`config.mk`:
```
export PLATFORM = sky130hd
export DESIGN_NAME = strobed_in_port
export DESIGN_NICKNAME = d
export VERILOG_FILES = /design/src/rtl/strobed_in_port.sv
export SDC_FILE = /design/constraint.sdc
export NUM_CORES = 1
export LEC_CHECK = 0
export BUFFER_PORTS_ARGS = -buffer_cell sky130_fd_sc_hd__buf_2
export CORE_AREA = 2 2 40 42
export DETAILED_ROUTE_END_ITERATION = 16
export DIE_AREA = 0 0 42 44
export PLACE_DENSITY = 0.77
export REMOVE_ABC_BUFFERS = 1
export SYNTH_ARGS = -nofsm -noshare
export SYNTH_HDL_FRONTEND = slang
export SYNTH_SLANG_ARGS = --single-unit
```
`constraint.sdc`:
```
create_clock -name clk -period 2.35 [get_ports clk]
set_input_delay 0.235 -clock clk [delete_from_list [all_inputs] [get_ports clk]]
set_output_delay 0.235 -clock clk [all_outputs]
set_load 0.05 [all_outputs]
```
`src/rtl/strobed_in_port.sv`:
```
module strobed_in_port #(
  parameter int W        = 8,
  parameter int SYNC     = 2,
  parameter int INTE_BIT = 4
) (
  input  logic         clk,
  input  logic         rst,
  input  logic         stb_n,
  input  logic [W-1:0] din,
  input  logic         rd_n,
  input  logic         port_sel,
  input  logic         bsr_wr,
  input  logic [2:0]   bsr_bit,
  input  logic         bsr_val,
  input  logic         mode_wr,
  output logic [W-1:0] dout,
  output logic         ibf,
  output logic         intr
);

  localparam logic [2:0] SEL = 3'(INTE_BIT);

  logic [SYNC-1:0] stb_sh, rd_sh;
  logic            stb_prev, rd_prev, pend, inte;

  wire stb_s    = stb_sh[SYNC-1];
  wire rd_s     = rd_sh[SYNC-1];
  wire stb_rise = stb_s & ~stb_prev;
  wire rd_rise  = port_sel & rd_s & ~rd_prev;
  wire rd_fall  = port_sel & ~rd_s & rd_prev;

  always_ff @(posedge clk) begin
    if (rst) begin
      stb_sh   <= '1;
      rd_sh    <= '1;
      stb_prev <= 1'b1;
      rd_prev  <= 1'b1;
    end else begin
      stb_sh   <= {stb_sh[SYNC-2:0], stb_n};
      rd_sh    <= {rd_sh[SYNC-2:0], rd_n};
      stb_prev <= stb_s;
      rd_prev  <= rd_s;
    end
  end

  always_ff @(posedge clk) begin
    if (rst)         dout <= '0;
    else if (!stb_s) dout <= din;
  end

  always_ff @(posedge clk) begin
    if (rst || mode_wr) begin
      ibf  <= 1'b0;
      pend <= 1'b0;
      inte <= 1'b0;
    end else begin
      if (!stb_s)       ibf <= 1'b1;
      else if (rd_rise) ibf <= 1'b0;
      if (stb_rise)     pend <= 1'b1;
      else if (rd_fall) pend <= 1'b0;
      if (bsr_wr && bsr_bit == SEL) inte <= bsr_val;
    end
  end

  assign intr = pend & ibf & inte & stb_s;

endmodule


```
* Yosys cells after proc, flatten, opt, wreduce, memory -nomap -nowiden
Index checks and enable logic that the tools add are counted.
** Cells by class
- Equal/unequal tests :: 2
- Multiplexer cells :: 4
- Bitwise operators :: 11
- Reductions and logical operators :: 3
** Operators with widths (count)
- 1-bit AND :: 8
- 1-bit 2-to-1 mux :: 4
- 3-bit equality test, second input constant :: 1
- 1-bit inverter :: 3
- 2-bit by 1-bit inequality test with 1-bit output, second input constant :: 1
- 2-bit nonzero test :: 1
- 1-bit logical AND :: 1
- 1-bit logical OR :: 1
** Storage, ports and cells
- Register bits after elaboration :: 17
- Bits of input ports :: 19
- Output and inout bits :: 10
- Word-level logic and storage cells :: 28

* Longest topological paths before layout
Gate-level depths: netlist of the first run.
- Word-level depth :: 5
- Gate-level depth with buffers :: 3
- Gate-level depth less buffers :: 2

* Worst setup path after synthesis of the first run
Ideal clock, no wire load.
- Path type :: reg-to-output
- Start :: register ibf
- End :: output intr
- Data arrival time :: 1.182 ns
- Data required time :: 2.115 ns
- Path slack :: 0.933 ns
- Cell stages (with the launch flop) :: 2
- Buffers on the path :: 0
- Path through :: dfxtp_1 and4_1
** On the way
- Longest elaborated chain between the ends :: 3
** Ends and longest elaborated chain
- start, declared :: RTL line 17 : output logic ibf,
- start signal, assigned :: RTL line 53 : ibf <= 1'b0;
- start signal, assigned :: RTL line 57 : if (!stb_s) ibf <= 1'b1;
- start signal, assigned :: RTL line 58 : else if (rd_rise) ibf <= 1'b0;
- 1-bit AND (3 in a row) :: RTL line 65 : assign intr = pend & ibf & inte & stb_s;
- end, declared :: RTL line 18 : output logic intr
Every way passes these cells.

* Final worst setup path of the first run
- Start :: register stb_sh[1]
- End :: output intr
** On the way
- Longest elaborated chain between the ends :: 1
** Ends and longest elaborated chain
- start, declared :: RTL line 23 : logic [SYNC-1:0] stb_sh, rd_sh;
- start signal, assigned :: RTL line 39 : stb_sh <= {stb_sh[SYNC-2:0], stb_n};
- 1-bit AND :: RTL line 65
Every way passes these cells.

==> impl_metrics.py, run 1 <==
metrics = {
    "sta": {
        "slew_viol_final": 0,
        "period_share_pct": 61.99,
        "whs_ns": 0.1274,
        "min_period_ns": 1.457,
        "slew_headroom_pct": 81.52,
        "rsz0062_at_grt": "false",
        "setup-tns-final_ns": 0,
        "fmax_ghz": 0.6864,
        "tightestPinTransition_ns": 0.2771,
        "setup_viol": 0,
        "hold_viol_final": 0,
        "fin_skew_ns": 0.007955,
    },
    "die": {
        "initial_utilization_pct": 43.92,
        "die_area_sq_mm": 0.001848,
        "core_sq_mm": 0.001419,
        "die_y_um": 44,
        "ios": 29,
        "die_x_um": 42,
        "placementRows": 14,
    },
    "detailed_routing": {
        "drtAntennaViolNets": 0,
        "drt-initial-drc-count": 2,
        "drt_pass1_iterations": 3,
        "routed_wl_um": 1069,
        "via_per_inst": 4.790,
        "drc": 0,
        "vias": 479,
        "wl_per_cell_um": 10.69,
    },
    "global_route": {
        "grt.total_usage_pct": 13.62,
        "use_met2_pct": 24.38,
        "overflow": 0,
        "use_met3_pct": 6.667,
        "grtUsageMet1_pct": 12.63,
        "grt_max_degree": 19,
        "antenna_found_initial": 0,
        "grt_pass1_vias": 474,
        "grt_pass1_wl_um": 1807,
        "gr-max-usage-layer": "met2",
    },
    "clocking": {
        "cts_num_sinks": 17,
        "cts_resized": 0,
        "cts_tree": "done",
        "root_buffer": "clkbuf_4",
        "clock_path_buffers": 2,
        "numCtsBuffers": 3,
        "htreeDepth": 1,
        "clkLatencyLatePin_ns": 0.29,
        "ctsHoldBuffers": 0,
        "clk_pin_slew_ns": 0.10,
        "post-cts-setup-buffers": 0,
    },
    "yosys": {
        "synth_area_leaders": "dfxtp_1, mux2i_1, nor2_1",
        "synth_area_per_cell_sq_um": 11.54,
        "syn-cell-area_sq_um": 623.1,
        "ys_types": 17,
        "ys_seq_area_share_pct": 54.62,
        "synth_top_cell_by_area": "dfxtp_1",
        "synth_top_area_share_pct": 54.62,
        "synth.ff_latch_count": 17,
        "syn_inst": 54,
        "yosysWarningCount": 0,
    },
    "finish": {
        "utilization_pct": 55.64,
        "nets": 104,
        "stdcell_count": 100,
        "layout_commonest_cell": "buf_2",
        "final_cell_mix": "buf_2, dfxtp_1, nor2_1, mux2i_1, or2_2",
        "area_growth_pct": 26.71,
        "drive_gt1_share_pct": 46.43,
        "diodes": 0,
    },
    "place": {
        "gp_congestion": 0.6065,
        "hpwl_um": 821.3,
        "dp.cells": 96,
        "portBuffers": 28,
    },
    "setup_path": {
        "crit_arrival_ns": 1.22,
        "start_kind": "flip-flop",
        "path_max_fanout": 7,
        "crit_type": "reg -> out",
        "end_kind": "output port",
        "crit_required_ns": 2.12,
    },
    "power": {
        "powerDensity_mw_per_mm2": 654.9,
        "ir_drop_uv": 382.7,
        "cellLeakagePower_nw": 0.4204,
        "finalPower_w": 0.0005171,
    },
    "hold_path": {
        "hp-class": "in -> reg",
    },
    "job": {
        "drv_cap": 0,
    },
    "run_status": {
        "outcome": "complete, no violations",
    },
}
==> synthesized netlist by cell type <==
master	number
or2_2	4
nor3b_1	2
mux2i_1	8
a31o_2	1
buf_2	1
or2_1	2
and4_1	1
dfxtp_1	17
nand4b_1	1
and4bb_1	1
nor2_1	9
nor4b_2	1
mux2_4	1
buf_6	2
nand2b_1	1
and3_1	1
nand3b_1	1
==> cell families (layout without fill, tap and decap cells) <==
logic type / Yosys count / in the layout / synth area share [%]
AOI/OAI and AO/OA: 1 / 1 / 1.406
and+or+nand+nor: 24 / 24 / 24.30
muxes: 9 / 9 / 15.26
buffers and inverters: 3 / 33 / 4.417
DFF: 17 / 17 / 54.62
==> layout make-up <==
| cell class | instances | area [sq um] |
|---|---|---|
| Fill cell | 132 | 629.4 |
| Sequential cell | 17 | 340.3 |
| Multi-Input combinational cell | 34 | 255.2 |
| Timing Repair Buffer | 29 | 147.6 |
| Clock buffer | 4 | 26.28 |
| Tap cell | 16 | 20.02 |
==> flip-flops by register name (all words and copies together), names as in the netlist <==
signal,count
inte,1
stb_sh,2
rd_prev,1
dout,8
pend,1
stb_prev,1
ibf,1
rd_sh,2
==> critical path, stage by stage (launching register included) <==
cell and delay [ns]:
dfxtp_1 0.47, and4_1 0.21, buf_2 0.25
==> power breakdown <==
| part | internal (W) | total (W) | switching (W) |
|---|---|---|---|
| Sequential | 0.000298 | 0.000303 | 0.00000511 |
| Combinational | 0.0000258 | 0.0000607 | 0.0000349 |
| Clock | 0.0000661 | 0.000154 | 0.0000876 |
==> metrics by stage <==
stage	setup WS, ns	cell area [sq um]
final	0.8932	789.5
after global routing	0.8123	789.5
after CTS	0.8845	789.5
after detailed placement	1.213	763.2
after global placement	1.242	763.2
after floorplan	0.9328	595.6
==> worst paths after layout <==
kind                                 from  endpoint  slack, ns  depth (start not counted)
worst max register to register  stb_sh[1]       ibf       1.28                          3
worst max-delay path            stb_sh[1]      intr       0.89                          2
worst min register to register   rd_sh[0]  rd_sh[1]       0.42                          1
worst min-delay path                 rd_n  rd_sh[0]       0.13                          2
==> metal layers <==
layer / routed length, um / vias to the layer above
met4: 18 / 0
met2: 526 / 16
li1: - / 243
met3: 79 / 2
met1: 444 / 218
met5: 0 / -
No activity file was read; power rests on OpenSTA's default activity.
==> run 2, diff against run 1 <==
--- a/config.mk
+++ b/config.mk
@@ -6,10 +6,10 @@
 export NUM_CORES = 1
 export LEC_CHECK = 0
 export BUFFER_PORTS_ARGS = -buffer_cell sky130_fd_sc_hd__buf_2
-export CORE_AREA = 2 2 40 42
+export CORE_AREA = 2 2 43 45
 export DETAILED_ROUTE_END_ITERATION = 16
-export DIE_AREA = 0 0 42 44
-export PLACE_DENSITY = 0.77
+export DIE_AREA = 0 0 45 47
+export PLACE_DENSITY = 0.7
 export REMOVE_ABC_BUFFERS = 1
 export SYNTH_ARGS = -nofsm -noshare
 export SYNTH_HDL_FRONTEND = slang
==> constraint.sdc (replaced) <==
create_clock -name clk -period 1.2 [get_ports clk]
set_input_delay 0.12 -clock clk [delete_from_list [all_inputs] [get_ports clk]]
set_output_delay 0.12 -clock clk [all_outputs]
set_load 0.05 [all_outputs]
==> run 2 against run 1 <==
Against the previous run:
- register-to-register slack got worse by 1.0 ns
- global-route usage decreased by 1.8 points
- setup slack lost 0.81 ns
- critical endpoint unchanged
- highest routed layer unchanged
==> impl_metrics.py, run 2 (same netlist as run 1, synthesis figures left out) <==
metrics = {
    "global_route": {
        "grt_pass1_wl_um": 1718,
        "grt_pass1_vias": 415,
        "overflow": 0,
        "grt_max_degree": 19,
        "antenna_found_initial": 0,
        "grt.total_usage_pct": 11.80,
    },
    "die": {
        "initial_utilization_pct": 37.73,
        "die_area_sq_mm": 0.002115,
        "die_x_um": 45,
        "placementRows": 15,
        "core_sq_mm": 0.001652,
        "die_y_um": 47,
        "ios": 29,
    },
    "finish": {
        "final_cell_mix": "buf_2, dfxtp_1, nor2_1, mux2i_1, or2_2",
        "nFillCells": 167,
        "seq_area_sq_um": 340.3,
        "stdcell_count": 102,
        "utilization_pct": 48.48,
        "nets": 105,
        "reg_top3": "dout x8, rd_sh x2, stb_sh x2",
        "layout_commonest_cell": "buf_2",
        "diodes": 0,
        "area_growth_pct": 28.51,
        "multi_input_comb_area_sq_um": 255.2,
        "largest_register_ffs": 8,
        "drive_gt1_share_pct": 47.06,
        "regMostFlops": "dout",
    },
    "setup_path": {
        "r2r_slack_ns": 0.24,
        "r2r-end": "pend",
        "crit_arrival_ns": 1.00,
        "end_kind": "output port",
        "path_max_fanout": 3,
        "rr_startpoint": "stb_sh[1]",
        "crit_required_ns": 1.08,
        "crit_type": "reg -> out",
        "worstRegToRegCells": 3,
        "start_kind": "flip-flop",
    },
    "detailed_routing": {
        "drt_pass1_iterations": 4,
        "via_per_inst": 4.647,
        "vias": 474,
        "drc": 0,
        "routed_wl_um": 1043,
        "drt-initial-drc-count": 6,
        "drtAntennaViolNets": 0,
        "wl_per_cell_um": 10.23,
    },
    "sta": {
        "fin_skew_ns": 0.004548,
        "slew_headroom_pct": 79.97,
        "min_period_ns": 1.119,
        "tightestPinTransition_ns": 0.3004,
        "worst_slack_ns": 0.08066,
        "fmax_ghz": 0.8934,
        "rsz0062_at_grt": "false",
        "period_share_pct": 93.28,
        "setup_viol": 0,
        "hold_viol_final": 0,
        "slew_viol_final": 0,
    },
    "hold_path": {
        "hp-class": "in -> reg",
        "hp-start": "stb_n",
        "min_path_cells": 2,
        "hold_path_end": "stb_sh[0]",
    },
    "place": {
        "place_ws_ns": 0.2525,
        "portBuffers": 28,
        "hpwl_um": 781.1,
        "dp.cells": 98,
        "gp_congestion": 0.5903,
    },
    "clocking": {
        "numCtsBuffers": 3,
        "htreeDepth": 1,
        "root_buffer": "clkbuf_4",
        "clkLatencyLatePin_ns": 0.28,
        "cts_tree": "done",
        "cts_num_sinks": 17,
        "clk_pin_slew_ns": 0.09,
        "clock_path_buffers": 2,
    },
    "power": {
        "ir_drop_uv": 651.3,
        "powerDensity_mw_per_mm2": 1247,
        "finalPower_w": 0.0009990,
        "cellLeakagePower_nw": 0.4246,
    },
    "job": {
        "drv_cap": 0,
    },
    "run_status": {
        "outcome": "complete, no violations",
    },
}
## run 2: where the power goes
| group | total (W) | switching, W | internal, W |
|---|---|---|---|
| registers | 0.000590 | 0.00000776 | 0.000583 |
| logic | 0.000123 | 0.0000706 | 0.0000521 |
| clock network | 0.000286 | 0.000157 | 0.000129 |
| total | 0.000999 | 0.000235 | 0.000764 |
## run 2: per-stage QoR
step                hold slack (ns)  setup TNS, ns  cell area, sq um
finish                      0.01520              0             800.8
global route              0.0009778              0             800.8
CTS                        0.001702              0             798.3
global placement             0.3040              0             772.0
floorplan                    0.1924        -0.1022             595.6
detailed placement           0.3059              0             772.0
## run 2: area by class of cell
cell class              count  area share, %
flip-flops and latches     17          42.50
repair buffers             30          19.69
multi-input cells          34          31.88
clock buffers               4          3.281
well taps                  17          2.656
## run 2: how the worst max path moves through the flow
stage	startpoint	endpoint	slack (ns)
global placement	stb_sh[1]	pend	0.27
finish	ibf	intr	0.08
detailed placement	stb_sh[1]	pend	0.25
CTS	ibf	intr	0.001
global route	stb_sh[1]	intr	0.003
floorplan	ibf	intr	-0.10
## run 2: timing repair
action	CTS	global route
resized for setup	0	2
buffers inserted	0	0
hold buffers	0	0
setup endpoints to repair	0	1
## run 2: critical path: stages, from the launching register on
cell and delay, ns:
dfxtp_1 0.34, and4_1 0.19, buf_4 0.19
## run 2: metal layers
layer  routed length [um]  share of wire, %  vias to the layer above  GRT usage, %
met5                    0                 0                        -             0
met1                  413                40                      210         13.15
met2                  529                51                       16         18.29
li1                     -                 -                      246             -
met4                   12               1.2                        0         8.824
met3                   89               8.5                        2         4.615
==> run 3, diff against run 2 <==
--- a/config.mk
+++ b/config.mk
@@ -5,7 +5,7 @@
 export SDC_FILE = /design/constraint.sdc
 export NUM_CORES = 1
 export LEC_CHECK = 0
-export BUFFER_PORTS_ARGS = -buffer_cell sky130_fd_sc_hd__buf_2
+export BUFFER_PORTS_ARGS = -buffer_cell sky130_fd_sc_hd__clkbuf_2
 export CORE_AREA = 2 2 43 45
 export DETAILED_ROUTE_END_ITERATION = 16
 export DIE_AREA = 0 0 45 47
==> run 3 against run 2 <==
Against the previous run:
- worst hold slack lost 0.0012 ns
- wire length down 5.5%
- first-iteration DRC count is 50% lower
- utilization unchanged
- sequential share of layout area up 0.47 points
- largest power group unchanged
- largest cell class unchanged
==> impl_metrics.py, run 3 (same netlist as run 1, synthesis figures left out) <==
metrics = {
    "run_status": {
        "outcome": "complete, no violations",
    },
    "sta": {
        "rsz0062_at_grt": "false",
        "fin_skew_ns": 0.002239,
        "tightestPinTransition_ns": 0.3196,
        "worst_slack_ns": 0.08935,
        "period_share_pct": 92.55,
        "min_period_ns": 1.111,
        "slew_viol_final": 0,
        "hold_viol_final": 0,
        "fmax_ghz": 0.9004,
        "slew_headroom_pct": 78.69,
        "setup_viol": 0,
    },
    "place": {
        "hpwl_um": 784.1,
        "portBuffers": 28,
        "place_ws_ns": 0.2120,
        "gp_congestion": 0.5752,
        "dpl_cell_area_sq_um": 764.5,
    },
    "global_route": {
        "grt_pass1_vias": 389,
        "overflow": 0,
        "grt.total_usage_pct": 10.51,
        "antenna_found_initial": 0,
        "grt_pass1_wl_um": 1566,
        "grt_max_degree": 19,
    },
    "setup_path": {
        "end_kind": "output port",
        "worstRegToRegCells": 3,
        "rr_startpoint": "stb_sh[1]",
        "crit_required_ns": 1.08,
        "crit_arrival_ns": 0.99,
        "r2r_slack_ns": 0.26,
        "r2r-end": "dout[2]",
        "crit_type": "reg -> out",
        "path_max_fanout": 6,
        "start_kind": "flip-flop",
    },
    "die": {
        "die_x_um": 45,
        "die_y_um": 47,
        "core_sq_mm": 0.001652,
        "die_area_sq_mm": 0.002115,
        "placementRows": 15,
        "ios": 29,
        "initial_utilization_pct": 37.73,
    },
    "finish": {
        "reg_top3": "dout x8, rd_sh x2, stb_sh x2",
        "nets": 104,
        "regMostFlops": "dout",
        "final_cell_mix": "clkbuf_2, dfxtp_1, nor2_1, mux2i_1, or2_2",
        "layout_commonest_cell": "clkbuf_2",
        "diodes": 0,
        "design_area_sq_um": 800.8,
        "area_growth_pct": 28.51,
        "drive_gt1_share_pct": 47.62,
        "utilization_pct": 48.48,
        "largest_register_ffs": 8,
    },
    "clocking": {
        "htreeDepth": 1,
        "cts_tree": "done",
        "numCtsBuffers": 3,
        "ctsHoldBuffers": 0,
        "clk_pin_slew_ns": 0.09,
        "clkLatencyLatePin_ns": 0.28,
        "root_buffer": "clkbuf_4",
        "cts_num_sinks": 17,
        "clock_path_buffers": 2,
        "post-cts-setup-buffers": 0,
    },
    "detailed_routing": {
        "drc": 0,
        "routed_wl_um": 986,
        "drt_pass1_iterations": 3,
        "drtAntennaViolNets": 0,
        "vias": 473,
        "wl_per_cell_um": 9.762,
        "via_per_inst": 4.683,
        "drt-initial-drc-count": 3,
    },
    "hold_path": {
        "hp-class": "in -> reg",
        "hold_path_end": "stb_sh[0]",
        "hp-start": "stb_n",
        "min_path_cells": 2,
    },
    "job": {
        "drv_cap": 0,
    },
    "power": {
        "cellLeakagePower_nw": 0.4175,
        "power_switching_w": 0.0002384,
        "seq_power_share_pct": 59.1,
        "power.internal_w": 0.0007604,
        "ir_drop_uv": 578.3,
        "powerDensity_mw_per_mm2": 1247,
        "sw_frac_of_total_pct": 23.87,
        "pwr-share-clk_pct": 29.0,
        "p_comb_share_pct": 11.9,
    },
}
## run 3: power groups by stage
stage	clock, W	combinational [W]	sequential, W
global placement	0	0.000118	0.000604
finish	0.000290	0.000118	0.000590
floorplan	0	0.0000294	0.000642
detailed placement	0	0.000120	0.000605
CTS	0.000303	0.000120	0.000592
global route	0.000326	0.000129	0.000593
## run 3: worst max-delay path by stage
| stage | depth (start not counted) | end | start |
|---|---|---|---|
| 2_1_floorplan | 1 | intr | ibf |
| 3_3_place_gp | 3 | dout[2] | stb_sh[1] |
| 3_5_place_dp | 3 | dout[2] | stb_sh[1] |
| 4_1_cts | 2 | intr | stb_sh[1] |
| 5_1_grt | 2 | intr | stb_sh[1] |
| 6_report | 2 | intr | stb_sh[1] |
## run 3: area by class of cell
cell class	count	area, sq um
fill	164	850.8
multi-input combinational	34	255.2
tap	17	21.27
clock buffer	4	26.28
timing repair buffer	29	153.9
sequential	17	344.1
## run 3: timing repair
action,in CTS,in global routing
gates resized for setup,2,3
hold endpoints to repair,0,0
endpoints found under the setup margin,1,1
pin swaps,0,0
## run 3: critical path, cell delays in order, from the launching register on
cell     delay, ns
dfxtp_4       0.37
and4_1        0.18
buf_6         0.16
## run 3: metrics by stage
stage / instances / TNS, ns / hold WS, ns / power (W)
3_5_place_dp: 97 / 0 / 0.3039 / 0.0007250
2_1_floorplan: 51 / -0.1022 / 0.1924 / 0.0006719
6_report: 101 / 0 / 0.01398 / 0.0009988
4_1_cts: 101 / 0 / 0.005405 / 0.001015
5_1_grt: 101 / 0 / 0.01134 / 0.001047
3_3_place_gp: 97 / 0 / 0.3042 / 0.0007225
## run 3: metal layers
layer	routed length (um)	GRT usage, %
met5	0	0
met4	12	8.824
met3	70	3.077
met2	488	16.00
met1	414	12.18
